### config.mk
export PLATFORM = sky130hd
export DESIGN_NAME = pipeSram
export DESIGN_NICKNAME = d
export VERILOG_FILES = /design/src/rtl/pipeSramPkg.sv /design/src/rtl/pipeSramCtrl.sv /design/src/rtl/pipeSramData.sv /design/src/rtl/pipeSram.sv
export SDC_FILE = /design/constraint.sdc
export NUM_CORES = 1
export LEC_CHECK = 0
export ABC_CLOCK_PERIOD_IN_PS = 6050
export BUFFER_PORTS_ARGS = -buffer_cell sky130_fd_sc_hd__buf_2
export CORE_UTILIZATION = 45
export CTS_BUF_LIST = sky130_fd_sc_hd__clkbuf_8
export CTS_CLUSTER_SIZE = 24
export DETAILED_ROUTE_END_ITERATION = 6
export PLACE_DENSITY = 0.68
export SETUP_SLACK_MARGIN = 0.02
export SLEW_MARGIN = 40
export SYNTH_ARGS = -nofsm -noshare
export SYNTH_HDL_FRONTEND = slang
export SYNTH_SLANG_ARGS = --single-unit
### constraint.sdc
create_clock -name clk -period 6.05 [get_ports clk]
set_clock_uncertainty 0.2 [all_clocks]
set_input_delay 0.605 -clock clk [delete_from_list [all_inputs] [get_ports clk]]
set_output_delay 0.605 -clock clk [all_outputs]
set_load 0.02 [all_outputs]
### src/rtl/pipeSramPkg.sv
package pipeSramPkg;
  parameter int LANES_P  = 4;
  parameter int LANE_W_P = 8;
  localparam int WORD_W_P = LANES_P * LANE_W_P;

  // Strobes handed from the control stage to the datapath
  typedef struct packed {
    logic               wrEn;
    logic               rdEn;
    logic [LANES_P-1:0] laneMask;
  } strobeT;
endpackage

### src/rtl/pipeSramCtrl.sv
module pipeSramCtrl
  import pipeSramPkg::*;
(
  input  logic               clk,
  input  logic               rstN,
  input  logic               sel0N,
  input  logic               sel1,
  input  logic               sel2N,
  input  logic               globalWrN,
  input  logic               byteWrEnN,
  input  logic [LANES_P-1:0] laneWrN,
  output strobeT             stage,
  output logic               qDrive
);
  logic   selected;
  logic   wrReq;
  strobeT nextStage;

  always_comb begin
    selected       = !sel0N && sel1 && !sel2N;
    wrReq          = !globalWrN || !byteWrEnN;
    nextStage.wrEn = selected && wrReq;
    nextStage.rdEn = selected && !wrReq;
  end

  for (genvar g = 0; g < LANES_P; g++) begin : gLane
    always_comb
      nextStage.laneMask[g] = selected && (!globalWrN || (!byteWrEnN && !laneWrN[g]));
  end

  always_ff @(posedge clk or negedge rstN) begin
    if (!rstN) begin
      stage  <= '0;
      qDrive <= 1'b0;
    end else begin
      stage  <= nextStage;
      qDrive <= stage.rdEn;
    end
  end

  // A driven output must come from a selected read captured two edges earlier
  assert_drive_from_read_R1: assert property (@(posedge clk) disable iff (!rstN)
    qDrive |-> $past(!sel0N && sel1 && !sel2N && globalWrN && byteWrEnN, 2));

  // Any inactive select releases the pad two edges later
  assert_deselect_release_R7: assert property (@(posedge clk) disable iff (!rstN)
    !(!sel0N && sel1 && !sel2N) |-> ##2 !qDrive);

  // A selected write cycle releases the pad two edges later
  assert_write_release_R6: assert property (@(posedge clk) disable iff (!rstN)
    (!sel0N && sel1 && !sel2N && (!globalWrN || !byteWrEnN)) |-> ##2 !qDrive);

  // Global write covers every lane
  assert_global_all_lanes_R4: assert property (@(posedge clk) disable iff (!rstN)
    (!sel0N && sel1 && !sel2N && !globalWrN) |=> (stage.wrEn && (&stage.laneMask)));

  // Lane strobes follow the pins only under the byte-write qualifier
  assert_lane_follow_R3: assert property (@(posedge clk) disable iff (!rstN)
    (!sel0N && sel1 && !sel2N && globalWrN && !byteWrEnN)
      |=> (stage.laneMask == ~$past(laneWrN)));
endmodule

### src/rtl/pipeSramData.sv
module pipeSramData
  import pipeSramPkg::*;
#(
  parameter int DEPTH  = 16,
  parameter int ADDR_W = $clog2(DEPTH)
) (
  input  logic                clk,
  input  logic                rstN,
  input  strobeT              stage,
  input  logic                qDrive,
  input  logic [ADDR_W-1:0]   addr,
  input  logic [WORD_W_P-1:0] wrData,
  output logic [WORD_W_P-1:0] rdData
);
  logic [ADDR_W-1:0]   addrQ;
  logic [WORD_W_P-1:0] dataQ;
  logic [WORD_W_P-1:0] outWord;

  always_ff @(posedge clk) begin
    addrQ <= addr;
    dataQ <= wrData;
  end

  for (genvar g = 0; g < LANES_P; g++) begin : gLane
    logic [LANE_W_P-1:0] laneMem [DEPTH];
    logic [LANE_W_P-1:0] laneOut;

    always_ff @(posedge clk) begin
      if (stage.wrEn && stage.laneMask[g])
        laneMem[addrQ] <= dataQ[g*LANE_W_P +: LANE_W_P];
      if (stage.rdEn)
        laneOut <= laneMem[addrQ];
    end

    always_comb outWord[g*LANE_W_P +: LANE_W_P] = laneOut;
  end

  always_comb rdData = qDrive ? outWord : '0;

  // Lane strobes never appear outside a write
  assert_lane_needs_write_R3: assert property (@(posedge clk) disable iff (!rstN)
    (|stage.laneMask) |-> stage.wrEn);

  // A cycle is never both read and write
  assert_rd_wr_exclusive_R5: assert property (@(posedge clk) disable iff (!rstN)
    $onehot0({stage.rdEn, stage.wrEn}));

  // The output word only moves after a read stage
  assert_out_hold_R10: assert property (@(posedge clk) disable iff (!rstN)
    !stage.rdEn |=> $stable(outWord));
endmodule

### src/rtl/pipeSram.sv
module pipeSram
  import pipeSramPkg::*;
#(
  parameter int DEPTH  = 16,
  parameter int ADDR_W = $clog2(DEPTH)
) (
  input  logic                clk,
  input  logic                rstN,
  input  logic [ADDR_W-1:0]   addr,
  input  logic [WORD_W_P-1:0] wrData,
  input  logic                sel0N,
  input  logic                sel1,
  input  logic                sel2N,
  input  logic                globalWrN,
  input  logic                byteWrEnN,
  input  logic [LANES_P-1:0]  laneWrN,
  output logic [WORD_W_P-1:0] rdData,
  output logic                qDrive
);
  strobeT stage;

  pipeSramCtrl ctrl_i (
    .clk       (clk),
    .rstN      (rstN),
    .sel0N     (sel0N),
    .sel1      (sel1),
    .sel2N     (sel2N),
    .globalWrN (globalWrN),
    .byteWrEnN (byteWrEnN),
    .laneWrN   (laneWrN),
    .stage     (stage),
    .qDrive    (qDrive)
  );

  pipeSramData #(.DEPTH(DEPTH), .ADDR_W(ADDR_W)) data_i (
    .clk    (clk),
    .rstN   (rstN),
    .stage  (stage),
    .qDrive (qDrive),
    .addr   (addr),
    .wrData (wrData),
    .rdData (rdData)
  );

  // Reset keeps the pad released
  assert_reset_quiet_R9: assert property (@(posedge clk) !rstN |-> (!qDrive && rdData == '0));
endmodule

==> results.yml, run 1 <==
run_status:
  outcome: "completed"
power:
  total_power_mw: 7.75
  pwr-share-seq: 0.585
  switching_share: 0.213
  p_int_mw: 6.10
  p_per_area_nw_per_um2: 311
  peakVddDrop_uv: 154
  p_comb_frac: 0.034
  netSwitchingPower_mw: 1.65
  p_leak_nw: 8.18
  power.share.clock: 0.382
sta:
  relSlewSlack: 0.424
  min_period_ns: 3.21
  final-hold-violation-count: 0
  setup_tns_ns: 0
  min_period_over_period: 0.530
  final-max-slew-violation-count: 0
  holdWs_ns: 0.155
  grt_setup_unrepaired: "false"
  worstMarginPinSlew_ns: 0.861
  setup_viol: 0
  setup_slack_ns: 2.84
  fmax_ghz: 0.312
synthesis:
  yosysUniqueCellTypes: 18
  synth_edf_count: 544
  ys.flop_type: "edfxtp_1"
  netlist.top_cell.by_area: "edfxtp_1"
  synth-async-reset-ratio: 0.0119
  syn-cell-area_um2: 21600
  synth_most_common_cell: "edfxtp_1"
  ys_top_cells_by_area: "edfxtp_1, mux4_2, dfxtp_1, a22oi_1, nor2_1"
  netlist.area_leader.share: 0.756
  synth_common_cells: "edfxtp_1, mux4_2, a22oi_1, nor2_1, nand2_1"
  syn_avg_cell_area_um2: 21.6
  netlist_instances: 998
  yosysWarningCount: 0
  seq_area_frac_synth: 0.798
  ys_ff_latch: 587
  syn_nets: 1045
floorplanning:
  fp.dieH_um: 221
  pin_count: 80
  core-area_um2: 47000
  die_x_um: 221
  start_util: 0.460
  row_count: 79
  die_area_um2: 48900
place:
  dp_hpwl_um: 27700
  port_buffers: 79
  gp_congestion: 0.785
  place_ws_ns: 2.85
worst_setup_path:
  worst_setup_path_end_kind: "flop"
  path_delay_family: "simple AND/OR/NAND/NOR gates"
  slowest_delay_ns: 0.81
  arrival_ns: 3.25
  critPathBufInv: 1
  required_ns: 6.09
  worstSetupPathType: "reg2reg"
  path_cells: "and2_1 > buf_4 > nand3_1 > nor2_1"
  setup.worst_path.start_class: "flop"
  crit_slowest_cell: "nor2_1"
  path_max_fanout: 36
  reg2reg_slack_ns: 2.84
detailed_routing:
  first_pass_iters: 5
  num_vias: 10200
  route.detailed.drc: 0
  ant_nets: 0
  vias_per_cell: 5.53
  wl_um: 45000
  routedWlPerCell_um: 24.4
  drt_iter0_drc: 930
clock_network:
  clkSinkCount: 587
  cts_tree: "built"
  cts_buffers: 90
  insertion_delay_ns: 0.64
  clockBufferDepth: 3
  h-tree-depth: 3
  clockRootBuffer: "clkbuf_8"
  cts_resized: 0
  clk_pin_slew_ns: 0.06
min_path:
  hold_path_class: "in2reg"
global_routing:
  overflow: 0
  grt_pass1_vias: 10700
  grt_max_degree: 63
  grt_pass1_wl_um: 67500
  grt_use_total: 0.189
  antenna_found_initial: 0
final_layout:
  areaGrowthSynthToFinish_pct: 15.2
  n_antenna_cell: 0
  fin_nets: 1221
  fill_cells: 3602
  layout-drive-gt1-share: 0.283
job:
  max-cap-violations: 0
worst register-to-register path, delay by kind of cell (launching register included):
| kind | cells | cell delay (ns) |
|---|---|---|
| and+or+nand+nor | 3 | 1.50 |
| DFF | 1 | 0.71 |
| buffers and inverters | 1 | 0.40 |
sequential cells by signal, indices dropped and copies added, names as in the netlist:
| signal | flops |
|---|---|
| data_i.dataQ | 32 |
| ctrl_i.stage | 6 |
| data_i.gLane.laneMem | 512 |
| ctrl_i.qDrive | 1 |
| data_i.gLane.laneOut | 32 |
| data_i.addrQ | 4 |
layer usage:
metal / vias to the layer above / wire length, um / GRT usage
li1: 4456 / - / -
met1: 5286 / 18100 / 0.249
met2: 411 / 22800 / 0.313
met3: 64 / 3100 / 0.0380
met4: 0 / 1080 / 0.0681
met5: - / 0 / 0
through the flow:
step	utilization	instance area, um^2	instances
final	0.530	24900	1849
after global routing	0.530	24900	1849
after CTS	0.529	24800	1847
after detailed placement	0.484	22700	1639
after global placement	0.481	22600	1636
after floorplan	-	21600	998
power by group through the flow:
stage | registers [mW] | clock network [mW] | logic (mW)
final | 4.53 | 2.96 | 0.261
after global routing | 4.53 | 3.20 | 0.279
after global placement | 4.62 | 0 | 0.227
after floorplan | 4.56 | 0 | 0.172
after CTS | 4.53 | 3.03 | 0.259
after detailed placement | 4.62 | 0 | 0.236
area by class of cell:
type | count | area [um^2] | share of cell area
tap | 607 | 759 | 0.0305
timing repair buffer | 138 | 1040 | 0.0419
sequential | 587 | 17200 | 0.693
clock buffer | 97 | 1340 | 0.0537
clock inverter | 63 | 283 | 0.0114
multi-input combinational | 356 | 4210 | 0.169
inverter | 1 | 3.75 | 0.000151
kinds of logic (layout without fill, tap and decap cells):
kind of cell | after synthesis | in the layout | share of synthesized area
buf+inv | 55 | 299 | 0.0128
simple gates | 160 | 160 | 0.0328
compound gates | 68 | 68 | 0.0232
mux | 128 | 128 | 0.133
flops | 587 | 587 | 0.798
path summary, 6_finish.rpt:
kind | startpoint | endpoint | cells past startpoint
worst max register to register | data_i.addrQ[3]$_DFF_P_ | data_i.gLane[1].laneMem[15][0]$_DFFE_PP_ | 4
max in group asynchronous | rstN | ctrl_i.stage[4]$_DFF_PN0_ | 2
worst min-delay path | sel2N | ctrl_i.stage[5]$_DFF_PN0_ | 4
worst max-delay path | data_i.addrQ[3]$_DFF_P_ | data_i.gLane[1].laneMem[15][0]$_DFFE_PP_ | 4
min in group asynchronous | rstN | ctrl_i.qDrive$_DFF_PN0_ | 2
worst min register to register | data_i.dataQ[10]$_DFF_P_ | data_i.gLane[1].laneMem[10][2]$_DFFE_PP_ | 0
timing repair:
| action | CTS | global route |
|---|---|---|
| hold buffers | 48 | 0 |
| setup buffers | 0 | 0 |
| hold endpoints to repair | 48 | 0 |
layout by cell type (no fill, tap or decap), types with 3 or more instances in the layout:
| cell type | n |
|---|---|
| a21oi_1 | 4 |
| a22oi_1 | 64 |
| and2_1 | 33 |
| buf_16 | 3 |
| buf_2 | 79 |
| buf_4 | 6 |
| clkbuf_8 | 97 |
| clkinv_1 | 22 |
| clkinv_2 | 9 |
| dfrtp_1 | 6 |
| dfxtp_1 | 34 |
| dlygate4sd3_1 | 48 |
| edfxtp_1 | 544 |
| inv_1 | 30 |
| mux4_2 | 128 |
| nand2_1 | 49 |
| nand3_1 | 4 |
| nor2_1 | 51 |
| nor2_2 | 12 |
| nor4_4 | 4 |
Power figures use the tool's default switching activity.
==> run 2, diff against run 1 <==
--- a/config.mk
+++ b/config.mk
@@ -5,7 +5,7 @@
 export SDC_FILE = /design/constraint.sdc
 export NUM_CORES = 1
 export LEC_CHECK = 0
-export ABC_CLOCK_PERIOD_IN_PS = 6050
+export ABC_CLOCK_PERIOD_IN_PS = 3010
 export BUFFER_PORTS_ARGS = -buffer_cell sky130_fd_sc_hd__buf_2
 export CORE_UTILIZATION = 45
 export CTS_BUF_LIST = sky130_fd_sc_hd__clkbuf_8
==> constraint.sdc (replaced) <==
create_clock -name clk -period 3.01 [get_ports clk]
set_clock_uncertainty 0.2 [all_clocks]
set_input_delay 0.301 -clock clk [delete_from_list [all_inputs] [get_ports clk]]
set_output_delay 0.301 -clock clk [all_outputs]
set_load 0.02 [all_outputs]
==> run 2 against run 1 <==
Worst setup slack worse by 2.4 ns. Flip-flop and latch count unchanged. Combinational power increased by 100%. Critical path depth up 1. Utilization increased by 0.76 points. Critical path type unchanged. Largest cell class unchanged.
==> results.yml, run 2 (synthesized netlist as in run 1, its figures left out) <==
clock_network:
  clk_pin_slew_ns: 0.06
  clockRootBuffer: "clkbuf_8"
  cts_tree: "built"
  clockBufferDepth: 3
  cts_setup_buffers: 0
  insertion_delay_ns: 0.66
  cts_buffers: 91
  clkSinkCount: 587
  h-tree-depth: 3
sta:
  grt_setup_unrepaired: "false"
  setup_viol: 0
  setup_slack_ns: 0.426
  min_period_over_period: 0.859
  min_period_ns: 2.58
  final-max-slew-violation-count: 0
  fmax_ghz: 0.387
  setup_tns_ns: 0
  final-hold-violation-count: 0
  worstMarginPinSlew_ns: 0.729
  relSlewSlack: 0.513
global_routing:
  grt_max_degree: 68
  antenna_found_initial: 1
  grt_pass1_wl_um: 66600
  grt_use_total: 0.184
  grt_pass1_vias: 11100
  overflow: 0
worst_setup_path:
  worstSetupPathType: "reg2reg"
  arrival_ns: 2.73
  path_max_fanout: 34
  crit_slowest_cell: "dfxtp_1"
  critPathBufInv: 2
  required_ns: 3.15
  worst_setup_path_end_kind: "flop"
  path_cells: "and2_1 > buf_4 > nand3_1 > nor2_1 > buf_4"
  path_delay_family: "simple AND/OR/NAND/NOR gates"
  setup.worst_path.start_class: "flop"
  crit_path_frequent_cell: "buf_4"
  slowest_delay_ns: 0.59
floorplanning:
  core-area_um2: 47000
  die_x_um: 221
  row_count: 79
  pin_count: 80
  start_util: 0.460
  fp.dieH_um: 221
  die_area_um2: 48900
detailed_routing:
  ant_nets: 0
  first_pass_iters: 5
  routedWlPerCell_um: 22.9
  wl_um: 43600
  route.detailed.drc: 0
  num_vias: 10400
  drt_iter0_drc: 1005
  vias_per_cell: 5.45
final_layout:
  areaGrowthSynthToFinish_pct: 16.8
  top_regs: "data_i.gLane.laneMem x512, data_i.dataQ x32, data_i.gLane.laneOut x32"
  fin_nets: 1274
  top_register: "data_i.gLane.laneMem"
  largest_reg_flops: 512
  n_antenna_cell: 0
  final_cell_mix: "edfxtp_1, mux4_2, clkbuf_8"
  layout-drive-gt1-share: 0.316
  mostFrequentLayoutCell: "edfxtp_1"
  fill_cells: 3586
power:
  p_leak_nw: 8.47
  p_per_area_nw_per_um2: 616
  peakVddDrop_uv: 308
place:
  place_ws_ns: 0.487
  gp_congestion: 0.762
  port_buffers: 79
  dp_hpwl_um: 26100
min_path:
  hold_path_class: "in2reg"
run_status:
  outcome: "completed"
job:
  max-cap-violations: 0
run 2: changes by cell type in the layout (fill, tap and decap cells not counted), moves of 3 or more:
cell	previous run	this run
buf_4	6	56
buf_16	3	0
nor2_2	12	23
nor2_1	51	40
dlygate4sd3_1	48	52
inv_1	30	40
nor4_2	0	4
clkinv_1	22	15
nor4_4	4	0
run 2: where the power goes:
| group | switching [mW] | total [mW] | leakage [nW] | internal (mW) |
|---|---|---|---|---|
| logic | 0.254 | 0.521 | 2.18 | 0.268 |
| registers | 0.113 | 9.06 | 5.30 | 8.95 |
| clock network | 2.92 | 5.97 | 0.986 | 3.05 |
run 2: layout make-up:
class / count / area [um^2] / share of cell area
clock buffers: 97 / 1340 / 0.0529
multi-input cells: 356 / 4200 / 0.166
repair buffers: 190 / 1400 / 0.0553
well taps: 607 / 759 / 0.0301
clock inverters: 68 / 303 / 0.0120
flip-flops and latches: 587 / 17200 / 0.683
inverters: 1 / 3.75 / 0.000149
run 2: final timing paths:
kind	cells past startpoint	slack [ns]	end	from
worst min-delay path	2	0.08	data_i.dataQ[0]$_DFF_P_	wrData[0]
worst max register to register	5	0.43	data_i.gLane[2].laneMem[15][4]$_DFFE_PP_	data_i.addrQ[2]$_DFF_P_
worst min register to register	0	0.46	data_i.gLane[1].laneMem[1][0]$_DFFE_PP_	data_i.dataQ[8]$_DFF_P_
min in group asynchronous	3	0.50	ctrl_i.stage[2]$_DFF_PN0_	rstN
worst max-delay path	5	0.43	data_i.gLane[2].laneMem[15][4]$_DFFE_PP_	data_i.addrQ[2]$_DFF_P_
max in group asynchronous	3	1.85	ctrl_i.stage[4]$_DFF_PN0_	rstN
run 2: through the flow:
step / hold slack, ns / instance area, um^2 / total power, mW / util / std cells
after detailed placement: -0.0614 / 23100 / 9.71 / 0.491 / 1689
after CTS: 0.0367 / 25200 / 15.7 / 0.537 / 1906
final: 0.0777 / 25200 / 15.6 / 0.537 / 1906
after global routing: 0.0666 / 25200 / 16.1 / 0.537 / 1906
after global placement: -0.0614 / 23000 / 9.70 / 0.490 / 1689
after floorplan: -0.195 / 21600 / 9.52 / - / 998
run 2: metal layers:
metal | up-vias | GRT usage | share of wire
met5 | - | 0 | 0
met1 | 5402 | 0.246 | 0.41
met4 | 0 | 0.0636 | 0.019
li1 | 4553 | - | -
met2 | 376 | 0.302 | 0.50
met3 | 66 | 0.0370 | 0.069
run 2: repair_timing:
item                      in CTS  in global routing
hold buffers                  52                  0
hold endpoints to repair      49                  0
gates resized for setup        0                  0
==> run 3, diff against run 2 <==
--- a/config.mk
+++ b/config.mk
@@ -7,11 +7,14 @@
 export LEC_CHECK = 0
 export ABC_CLOCK_PERIOD_IN_PS = 3010
 export BUFFER_PORTS_ARGS = -buffer_cell sky130_fd_sc_hd__buf_2
+export CELL_PAD_IN_SITES_DETAIL_PLACEMENT = 0
+export CELL_PAD_IN_SITES_GLOBAL_PLACEMENT = 1
 export CORE_UTILIZATION = 45
 export CTS_BUF_LIST = sky130_fd_sc_hd__clkbuf_8
 export CTS_CLUSTER_SIZE = 24
 export DETAILED_ROUTE_END_ITERATION = 6
-export PLACE_DENSITY = 0.68
+export PLACE_DENSITY = 0.74
+export REMOVE_ABC_BUFFERS = 1
 export SETUP_SLACK_MARGIN = 0.02
 export SLEW_MARGIN = 40
 export SYNTH_ARGS = -nofsm -noshare
==> run 3 against run 2 <==
First-iteration DRC count down 8.3%. Final cell count is 1.6% higher. Clock power rose by 4.5%. Combinational power hardly changed. Register-to-register slack better by 0.14 ns. Highest routed layer unchanged.
==> results.yml, run 3 (synthesized netlist as in run 1, its figures left out) <==
place:
  gp_congestion: 0.757
  placed_cell_area_um2: 23300
  dp_hpwl_um: 26600
  place_ws_ns: 0.545
  port_buffers: 79
worst_setup_path:
  slowest_delay_ns: 0.76
  worstSetupPathType: "reg2reg"
  r2r-start: "data_i.addrQ[0]$_DFF_P_"
  crit_slowest_cell: "dfxtp_4"
  setup.worst_path.start_class: "flop"
  path_max_fanout: 32
  required_ns: 3.19
  critical_path.startpoint: "data_i.addrQ[0]$_DFF_P_"
  arrival_ns: 2.63
  path_cells: "buf_12 > mux4_2 > a22oi_1 > nand2_1"
  worst_setup_path_end_kind: "flop"
final_layout:
  fin_nets: 1303
  fin_area_um2: 25500
  fill_cells: 3534
  top_regs: "data_i.gLane.laneMem x512, data_i.dataQ x32, data_i.gLane.laneOut x32"
  final_cell_mix: "edfxtp_1, mux4_2, clkbuf_8"
  top_register: "data_i.gLane.laneMem"
  mostFrequentLayoutCell: "edfxtp_1"
  layout-drive-gt1-share: 0.314
  areaGrowthSynthToFinish_pct: 18.3
  n_antenna_cell: 0
  largest_reg_flops: 512
sta:
  worstMarginPinSlew_ns: 0.700
  setup_slack_ns: 0.565
  grt_setup_unrepaired: "false"
  relSlewSlack: 0.532
  final-hold-violation-count: 0
  min_period_ns: 2.45
  setup_viol: 0
  min_period_over_period: 0.812
  setup_tns_ns: 0
  final-max-slew-violation-count: 0
  fmax_ghz: 0.409
floorplanning:
  start_util: 0.460
  core-area_um2: 47000
  die_area_um2: 48900
  fp.dieH_um: 221
  die_x_um: 221
  row_count: 79
  pin_count: 80
clock_network:
  clkSinkCount: 587
  insertion_delay_ns: 0.65
  clockRootBuffer: "clkbuf_8"
  cts_resized: 0
  cts_tree: "built"
  clk_pin_slew_ns: 0.07
  cts-hold-fix-buffers: 52
  cts_buffers: 93
  clockBufferDepth: 3
  cts_setup_buffers: 0
  h-tree-depth: 3
job:
  max-cap-violations: 0
detailed_routing:
  num_vias: 10500
  drt_iter0_drc: 922
  routedWlPerCell_um: 23.4
  vias_per_cell: 5.42
  wl_um: 45300
  ant_nets: 0
  route.detailed.drc: 0
  first_pass_iters: 5
power:
  total_power_mw: 15.8
  p_leak_nw: 8.70
  peakVddDrop_uv: 311
  p_per_area_nw_per_um2: 620
min_path:
  hold_path_class: "in2reg"
  worstHoldStart: "wrData[28]"
global_routing:
  overflow: 0
  grt_pass1_vias: 11100
  antenna_found_initial: 0
  grt_max_degree: 38
  grt_pass1_wl_um: 68100
  grt_use_total: 0.190
run_status:
  outcome: "completed"
==> run 3: changes by cell type in the layout (fill, tap and decap cells not counted) <==
| cell | previous run | this run |
|---|---|---|
| clkbuf_8 | 97 | 108 |
| buf_12 | 3 | 7 |
| clkinv_1 | 15 | 12 |
| nor2_2 | 23 | 0 |
| clkinv_2 | 11 | 5 |
| nor2_1 | 40 | 63 |
| inv_1 | 40 | 43 |
| buf_4 | 56 | 79 |
| clkinvlp_4 | 2 | 1 |
==> run 3: final timing paths <==
check	slack (ns)	endpoint	cells past startpoint
worst max-delay path	0.56	data_i.gLane[3].laneOut[4]$_DFFE_PP_	4
worst max register to register	0.56	data_i.gLane[3].laneOut[4]$_DFFE_PP_	4
max in group asynchronous	1.79	ctrl_i.stage[4]$_DFF_PN0_	3
worst min register to register	0.45	data_i.gLane[2].laneMem[13][3]$_DFFE_PP_	0
min in group asynchronous	0.56	ctrl_i.qDrive$_DFF_PN0_	3
worst min-delay path	0.09	data_i.dataQ[28]$_DFF_P_	2
==> run 3: worst max-delay path, delay by kind of cell (launching register included) <==
kind	cells	cell delay, ns
AOI/OAI and AO/OA	1	0.28
buffers and inverters	1	0.31
DFF	1	0.76
muxes	1	0.53
and+or+nand+nor	1	0.08
==> run 3: layout make-up <==
cell class	count	area, um^2	share of cell area
Clock buffer	108	1490	0.0582
Clock inverter	61	265	0.0104
Inverter	1	3.75	0.000147
Multi-Input combinational cell	356	4140	0.162
Sequential cell	587	17200	0.675
Tap cell	607	759	0.0297
Timing Repair Buffer	217	1650	0.0646
==> run 3: per-stage QoR <==
| stage | cells | hold WS, ns | utilization |
|---|---|---|---|
| after floorplan | 944 | -0.195 | - |
| after global placement | 1716 | -0.0622 | 0.496 |
| after detailed placement | 1716 | -0.0584 | 0.496 |
| after CTS | 1937 | 0.0332 | 0.544 |
| after global routing | 1937 | 0.0688 | 0.544 |
| final | 1937 | 0.0869 | 0.544 |
==> run 3: routing by layer <==
| layer | track usage | vias to the layer above | wire, um |
|---|---|---|---|
| li1 | - | 4624 | - |
| met1 | 0.257 | 5389 | 19100 |
| met2 | 0.305 | 393 | 22100 |
| met3 | 0.0389 | 85 | 2990 |
| met4 | 0.0749 | 0 | 1130 |
| met5 | 0 | - | 0 |
==> run 3: power by group <==
group / switching (mW) / leakage [nW] / internal [mW]
registers: 0.128 / 5.30 / 8.95
logic: 0.240 / 2.34 / 0.279
clock network: 2.91 / 1.05 / 3.33
